--- src/rtl/data_stack.sv ---
module data_stack #(
  parameter int W = 16,
  parameter int N = 16
) (
  input  logic                   clk,
  input  logic                   rst_n,
  input  logic                   wr_phase,
  input  logic [1:0]             ptr_delta,
  input  logic                   wr_st1,
  input  logic                   ld_st0,
  input  logic [W-1:0]           new_st0,
  output logic [W-1:0]           st0,
  output logic [W-1:0]           st1,
  output logic [$clog2(N+1)-1:0] depth
);
  localparam int PW = $clog2(N);
  localparam int CW = $clog2(N+1);
  localparam logic [PW-1:0] LAST = PW'(N-1);
  localparam logic [CW-1:0] FULL = CW'(N);

  logic [W-1:0]  mem [N];
  logic [PW-1:0] ptr;

  wire rd_step = !wr_phase;
  wire up      = rd_step && (ptr_delta == 2'b01);
  wire dn      = rd_step && (ptr_delta == 2'b11);

  always_ff @(posedge clk) begin
    if (!rst_n) begin
      st0   <= '0;
      st1   <= '0;
      ptr   <= '0;
      depth <= '0;
    end else if (rd_step) begin
      st1 <= mem[ptr];
      if (up) begin
        ptr <= (ptr == LAST) ? '0 : ptr + 1'b1;
        if (depth != FULL) depth <= depth + 1'b1;
      end else if (dn) begin
        ptr <= (ptr == '0) ? LAST : ptr - 1'b1;
        if (depth != '0) depth <= depth - 1'b1;
      end
    end else if (ld_st0) begin
      st0 <= new_st0;
    end
  end

  always_ff @(posedge clk)
    if (wr_phase && wr_st1) mem[ptr] <= st0;

endmodule


--- config.mk ---
export PLATFORM = sky130hd
export DESIGN_NAME = data_stack
export DESIGN_NICKNAME = d
export VERILOG_FILES = /design/src/rtl/data_stack.sv
export SDC_FILE = /design/constraint.sdc
export NUM_CORES = 1
export LEC_CHECK = 0
export CORE_MARGIN = 2
export CORE_UTILIZATION = 40
export CTS_CLUSTER_DIAMETER = 50
export DETAILED_ROUTE_END_ITERATION = 6
export PLACE_DENSITY = 0.55
export SLEW_MARGIN = 25
export SYNTH_ARGS = -nofsm -noshare
export SYNTH_HDL_FRONTEND = slang
export SYNTH_SLANG_ARGS = --single-unit
--- constraint.sdc ---
create_clock -name clk -period 4.9 [get_ports clk]
set_clock_uncertainty 0.05 [all_clocks]
set_input_delay 0.735 -clock clk [delete_from_list [all_inputs] [get_ports clk]]
set_output_delay 0.735 -clock clk [all_outputs]
set_load 0.01 [all_outputs]
Yosys cells after proc, flatten, opt, wreduce, memory -nomap -nowiden. Memory sizes are Yosys's and may differ from the RTL's. A register that Yosys moved wholly into a read port is not among the register bits. Index checks and enable logic that the tools add are counted. W data, S select, Z words.

Bits in read-only memories: 0. Bits of input ports: 23. Logic and storage cells: 37. Flip-flop bits (word level): 25. Bits in writable memories: 256. Bits in latches: 0. Memories kept: 1. Output and inout bits: 37.

Reductions and logical operators: 13. Eq/ne operators: 5. Multiplexer cells: 10. $add $sub $neg: 4. Div/mod/pow operators: 0. Multiply operators: 0. Bitwise operators: 1. Shift operators: 0. Magnitude comparators: 0.

Memory list: mem (words 16, bits a word 16, read ports 1, clocked after Yosys merged registers in 1, wr ports 1, line 21) `logic [W-1:0] mem [N];`.

Operators by type and width (count): $mux W5 (4); $mux W4 (4); $add A5 B1 Y5 const B (1); $ne A5 B5 Y1 const B (1); $reduce_bool A5 Y1 (1); $sub A5 B1 Y5 const B (1); $add A4 B1 Y4 const B (1); $eq A4 B4 Y1 const B (1); $logic_not A4 Y1 (1); $reduce_and A2 Y1 (2); $reduce_and A4 Y1 (1); $reduce_bool A2 Y1 (2); $sub A4 B1 Y4 const B (1); $logic_and A1 B1 Y1 (3); $logic_not A1 Y1 (3); $eq A2 B1 Y1 const B (1); $eq A2 B2 Y1 const B (1); $mux W1 (2); $ne A2 B1 Y1 const B (1); $not A1 Y1 (1).

Longest topological paths before layout. Gate-level depths: netlist (run 1).

Depth in word-level cells: 4. Mapped depth: 8.

Least setup slack after synthesis (run 1). No wires, ideal clock.

Path kind: input port to flip-flop. Start: input ptr_delta[1]. End: register depth[4]. Arrival time: 2.406 ns. Setup time: 0.127 ns. Stages: 8. Path slack: 2.318 ns. Path buffers: 1. Required time: 4.723 ns. Cells stage by stage: buf_2 > nor3b_2 > xnor2_1 > ha_1 > o31a_1 > o31ai_1 > a311oi_1 > or3_1.

Longest elaborated chain between the ends: 4. Elaborated cells between the ends (all ways): 9. Classes of those cells: eq/ne: 3; mux: 1; reduce/logical: 5.

RTL lines: from (decl) (line 8) `input logic [1:0] ptr_delta,`; $eq A2 B1 Y1 or $eq A2 B2 Y1 (tied branches) (line 25, 26); $logic_and A1 B1 Y1, on equally long branches (line 25, 26); $ne A2 B1 Y1 (no source line) or $reduce_bool A2 Y1 (tied branches); $reduce_and A4 Y1 (no source line); to (signal assigned) (line 38) `if (depth != FULL) depth <= depth + 1'b1;`; to (signal assigned) (line 41) `if (depth != '0) depth <= depth - 1'b1;`; to (decl) (line 14) `output logic [$clog2(N+1)-1:0] depth`.

Several ways; a longest one is shown, not always the timed one. A chain may end at the register's enable or synchronous reset.

Worst setup path after layout (run 1).
Start: input wr_phase. End: memory mem[5][15], enable pin.

Longest elaborated chain between the ends: 3.

RTL lines: from (decl) (line 7) `input logic wr_phase,`; $logic_and A1 B1 Y1 (line 49) `if (wr_phase && wr_st1) mem[ptr] <= st0;`; $mux W1 (line 49); $mux W1 (not written as such) (line 49); to (decl) (line 21).

No other way between the ends.

==> results.toml, run 1 <==
[timing]
fmax_ghz = 0.334
hold_viol_final = 0
min_period_over_period = 0.611
grt_setup_unrepaired = "no"
tightest_slew_ps = 953
fin_ws_ps = 1910
slew_headroom = 0.364
finalSetupTns_ps = 0
slew_viol_final = 0
min_period_ps = 2990
setup_viol_count_final = 0

[drt]
drt-initial-drc-count = 665
post_drt_wl_per_cell_um = 24.2
vias_per_cell = 5.54
drc_errors = 0
routed_wirelength_um = 28900
num_vias = 6609
dr.pass1.iters = 7
postRouteAntennaNets = 0

[power]
power.share.sequential = 0.527
p_per_area_nw_per_um2 = 395
ir_worst_vdd_mv = 0.249
p_leak_nw = 4.55
p_sw_frac = 0.222
pwr-share-clk = 0.399
switchingPower_mw = 1.19
pwr-share-comb = 0.074
p_int_mw = 4.18

[synth]
async_flop_share = 0
synth_area_per_cell_um2 = 16.3
synthTopCellsByArea = "edfxtp_1 (66%), dfxtp_1 (7.0%), mux2i_1 (6.3%), mux4_2 (3.1%), o22ai_1 (1.9%)"
synthFlopType = "edfxtp_1"
synth_edf_count = 256
synthCells = 719
yosys_register_bits = 297
yosysSeqAreaShare = 0.727
yosysMostFrequentCell = "edfxtp_1"
synth_area_leader_cell = "edfxtp_1"
synth_nets = 748
ys.warnings.count = 0
synthTopCellsByCount = "edfxtp_1 (256), mux2i_1 (74), nand2_1 (44)"
ys_types = 47
syn-cell-area_um2 = 11700
synth_top_area_frac = 0.657

[floorplan]
fp.dieW_um = 175
core_area_um2 = 28800
die_h_um = 175
fp.dieArea_um2 = 30600
io_pins = 60
row_count = 62
start_util = 0.407

[clock_tree]
insertion_delay_ps = 550
cts_tree = "built"
clock-root-buffer = "clkbuf_16"
cts_buffers = 30
cts_hold_buffers = 0
h-tree-depth = 1
post_cts_buffers = 0
cts_resized = 0
clkTransAtPathRegs_ps = 60
clkSinkCount = 297
ctsLongestPathBuffers = 3

[place]
gp_congestion = 0.792
place_ws_ps = 1430
port_buffers = 59
place_inst = 1138
hpwl_um = 18400

[critical_path]
cp.required_ps = 5020
crit_path_frequent_cell = "and2_1"
start_kind = "input port"
crit_type = "in2reg"
cp_cell_sequence = "clkdlybuf4s50_1 -> buf_4 -> and2_1 -> nor3b_1 -> and2_1"
cpMaxStageDelayCell = "and2_1"
cp_slowest_stage_delay_ps = 740
cpLargestDelayFamily = "simple AND/OR/NAND/NOR gates"
arrival_ps = 3110
r2r_cells = 3
crit_cells = 5
crit_fanout = 25
endpoint_kind = "flip-flop"
path_buf_inv = 2

[global_route]
grt_pass1_wl_um = 42000
grt_pass1_vias = 6477
antenna_found_initial = 0
overflow = 0
grt_max_degree = 53
track_usage = 0.187

[job]
max-cap-violations = 0

[finish]
fillerInstances = 2413
area_growth_pct = 16.4
diodes = 0
stdcell_count = 1194
drive_above_1_share = 0.112
seqCellArea_um2 = 8510
multi_input_area_um2 = 2940
fin_nets = 815

[status]
status = "complete, no violations"

[worst_hold_path]
hold_class = "reg2reg"
hold_path_depth = 2
## through the flow
| stage | power, mW | area [um2] | hold WS, ps | util |
|---|---|---|---|---|
| global placement | 3.27 | 12700 | 456 | 0.441 |
| finish | 5.37 | 13600 | 465 | 0.473 |
| global route | 5.55 | 13600 | 493 | 0.473 |
| detailed placement | 3.28 | 12700 | 442 | 0.441 |
| floorplan | 3.10 | 11700 | 453 | - |
| CTS | 5.42 | 13600 | 463 | 0.473 |
## path summary, 6_finish.rpt
| check | start | slack (ps) | endpoint |
|---|---|---|---|
| worst max-delay path | wr_phase | 1910 | mem[5][15]$_DFFE_PP_ |
| worst min-delay path | st1[15]$_SDFFE_PN0N_ | 460 | st1[15]$_SDFFE_PN0N_ |
| worst max register to register | ptr[2]$_SDFFE_PN0P_ | 2040 | mem[5][15]$_DFFE_PP_ |
| worst min register to register | st1[15]$_SDFFE_PN0N_ | 460 | st1[15]$_SDFFE_PN0N_ |
## layer usage
| layer | wire length (um) | part of all wire | global-route usage | vias up |
|---|---|---|---|---|
| met3 | 1610 | 0.056 | 0.0263 | 28 |
| met2 | 13800 | 0.48 | 0.304 | 220 |
| li1 | - | - | - | 2968 |
| met5 | 0 | 0 | 0 | - |
| met1 | 13200 | 0.46 | 0.273 | 3393 |
| met4 | 329 | 0.011 | 0.0344 | 0 |
## cell type report
cell class	instances	area share
Sequential cell	297	0.625
Multi-Input combinational cell	376	0.216
Clock buffer	45	0.0645
Inverter	6	0.00165
Timing Repair Buffer	75	0.0531
Clock inverter	11	0.00441
Tap cell	384	0.0353
## cell usage in the layout, fill, tap and decap left out, types with 17 or more instances in the layout
master / n
a21oi_1: 30
clkbuf_16: 31
clkdlybuf4s50_1: 59
dfxtp_1: 40
edfxtp_1: 256
mux2_1: 18
mux2i_1: 74
nand2_1: 44
nor2_1: 17
o22ai_1: 36
or3_1: 18
## power groups by stage
stage,logic (mW),clock network (mW),registers [mW]
6_report,0.396,2.15,2.83
5_1_grt,0.422,2.29,2.84
4_1_cts,0.397,2.18,2.83
3_5_place_dp,0.395,0,2.89
3_3_place_gp,0.388,0,2.89
2_1_floorplan,0.230,0,2.87
## registers in the layout (all words and copies together), names as in the netlist
name   cells
mem      256
st0       16
st1       16
depth      5
ptr        4
## cell families (layout without fill, tap and decap cells)
group / count (synthesis) / in the layout / share of synthesized area
mux: 114 / 114 / 0.117
buf+inv: 46 / 137 / 0.0217
fa+ha+maj: 6 / 6 / 0.00641
compound gates: 120 / 120 / 0.0666
simple gates: 132 / 132 / 0.0584
xor+xnor: 4 / 4 / 0.00299
flops: 297 / 297 / 0.727
## worst reg2reg max path, delay by kind of cell, from the launching register on
family / cells / cell delay (ps)
buffers and inverters: 1 / 290
AND/OR/NAND/NOR: 2 / 1340
flip-flops: 1 / 800
No activity file was read; power rests on OpenSTA's default activity.
==> run 2: changes to the inputs <==
--- a/config.mk
+++ b/config.mk
@@ -9,7 +9,7 @@
 export CORE_UTILIZATION = 40
 export CTS_CLUSTER_DIAMETER = 50
 export DETAILED_ROUTE_END_ITERATION = 6
-export PLACE_DENSITY = 0.55
+export PLACE_DENSITY = 0.57
 export SLEW_MARGIN = 25
 export SYNTH_ARGS = -nofsm -noshare
 export SYNTH_HDL_FRONTEND = slang
==> constraint.sdc (replaced) <==
create_clock -name clk -period 2.5 [get_ports clk]
set_clock_uncertainty 0.05 [all_clocks]
set_input_delay 0.375 -clock clk [delete_from_list [all_inputs] [get_ports clk]]
set_output_delay 0.375 -clock clk [all_outputs]
set_load 0.01 [all_outputs]
==> run 2 against run 1 <==
Die area is the same. Utilization grew 2.7 points. Worst setup slack lost 1700 ps. Total power is 110% higher. Cell count up 4.6%. Combinational power rose by 110%. Sequential power is 96% higher. Largest power group unchanged. Hold slack got worse by 98 ps.
==> results.toml, run 2 (synthesized netlist as in run 1, its figures left out) <==
[finish]
drive_above_1_share = 0.169
seqCellArea_um2 = 8510
stdcell_count = 1249
fillerInstances = 2344
area_growth_pct = 23.1
final_cell_mix = "edfxtp_1 (256), mux2i_1 (74), clkdlybuf4s50_1 (59)"
largest_registers = "mem: 256 flops, st0: 16 flops, st1: 16 flops"
final_common_cell = "edfxtp_1"
regMostFlops = "mem"
multi_input_area_um2 = 2940
fin_nets = 868
diodes = 0
largest_reg_flops = 256

[global_route]
grt_max_degree = 44
overflow = 0
antenna_found_initial = 0
grt_pass1_vias = 6866
track_usage = 0.186
grt_pass1_wl_um = 42600

[critical_path]
crit-reg2reg-capture = "st1[3]$_SDFFE_PN0N_"
arrival_ps = 2700
r2r_cells = 5
r2r_setup_slack_ps = 160
crit_fanout = 43
crit_type = "reg2reg"
timing.rr.start = "ptr[1]$_SDFFE_PN0P_"
cp-endpoint = "st1[3]$_SDFFE_PN0N_"
endpoint_kind = "flip-flop"
cp.required_ps = 2860
startpoint = "ptr[1]$_SDFFE_PN0P_"
start_kind = "flip-flop"

[place]
hpwl_um = 18700
port_buffers = 59
gp_congestion = 0.840
place_ws_ps = -131
place_inst = 1187

[clock_tree]
cts_buffers = 34
cts_resized = 0
clock-root-buffer = "clkbuf_16"
cts_tree = "built"
insertion_delay_ps = 510
ctsLongestPathBuffers = 3
post_cts_buffers = 0
clkTransAtPathRegs_ps = 60
clkSinkCount = 297
h-tree-depth = 2
cts_hold_buffers = 0

[drt]
dr.pass1.iters = 5
post_drt_wl_per_cell_um = 22.4
vias_per_cell = 5.33
drc_errors = 0
postRouteAntennaNets = 0
num_vias = 6658
drt-initial-drc-count = 456
routed_wirelength_um = 28000

[job]
max-cap-violations = 0

[power]
p_per_area_nw_per_um2 = 783
p_leak_nw = 4.92
total_power_mw = 11.3
ir_worst_vdd_mv = 0.429

[timing]
slew_headroom = 0.455
slew_viol_final = 0
finalSetupTns_ps = 0
hold_viol_final = 0
setup_viol_count_final = 0
fmax_ghz = 0.428
tightest_slew_ps = 817
holdWs_ps = 367
min_period_over_period = 0.935
fin_ws_ps = 162
min_period_ps = 2340
grt_setup_unrepaired = "no"

[floorplan]
row_count = 62
fp.dieW_um = 175
start_util = 0.407
io_pins = 60
fp.dieArea_um2 = 30600
die_h_um = 175
core_area_um2 = 28800

[worst_hold_path]
hold_path_depth = 3
hold_class = "in2reg"

[status]
status = "complete, no violations"
[run 2: worst max-delay path, cell delays in order (launching register included)]
cell and delay [ps]:
dfxtp_4 870, buf_4 350, mux2i_1 220, o22ai_1 90
or3_1 390, o221a_1 210
[run 2: layout make-up]
class	instances	share of cell area
Sequential cell	297	0.591
Multi-Input combinational cell	376	0.204
Timing Repair Buffer	124	0.0922
Clock buffer	44	0.0623
Tap cell	384	0.0333
Clock inverter	18	0.0155
Inverter	6	0.00156
[run 2: metal layers]
| metal | global-route usage | routed length, um |
|---|---|---|
| met1 | 0.244 | 11800 |
| met5 | 0 | 0 |
| met2 | 0.317 | 13900 |
| met4 | 0.0507 | 629 |
| met3 | 0.0374 | 1650 |
[run 2: how the worst min path moves through the flow]
| stage | from | slack (ps) | end |
|---|---|---|---|
| floorplan | st1[15]$_SDFFE_PN0N_ | 450 | st1[15]$_SDFFE_PN0N_ |
| global placement | st1[15]$_SDFFE_PN0N_ | 460 | st1[15]$_SDFFE_PN0N_ |
| detailed placement | st1[13]$_SDFFE_PN0N_ | 470 | st1[13]$_SDFFE_PN0N_ |
| CTS | new_st0[15] | 350 | st0[15]$_SDFFE_PN0P_ |
| global route | new_st0[7] | 380 | st0[7]$_SDFFE_PN0P_ |
| finish | new_st0[10] | 370 | st0[10]$_SDFFE_PN0P_ |
[run 2: report_power, final]
group / switching (mW) / internal, mW / total [mW] / leakage, nW
Sequential: 0.0919 / 5.44 / 5.54 / 2.84
Combinational: 0.432 / 0.388 / 0.820 / 1.55
Clock: 1.94 / 2.98 / 4.92 / 0.529
Total: 2.46 / 8.82 / 11.3 / 4.92
[run 2: stage by stage]
stage          instance area, um2   util
2_1_floorplan               11700      -
3_3_place_gp                13300  0.462
3_5_place_dp                13300  0.462
4_1_cts                     14400  0.501
5_1_grt                     14400  0.501
6_report                    14400  0.501
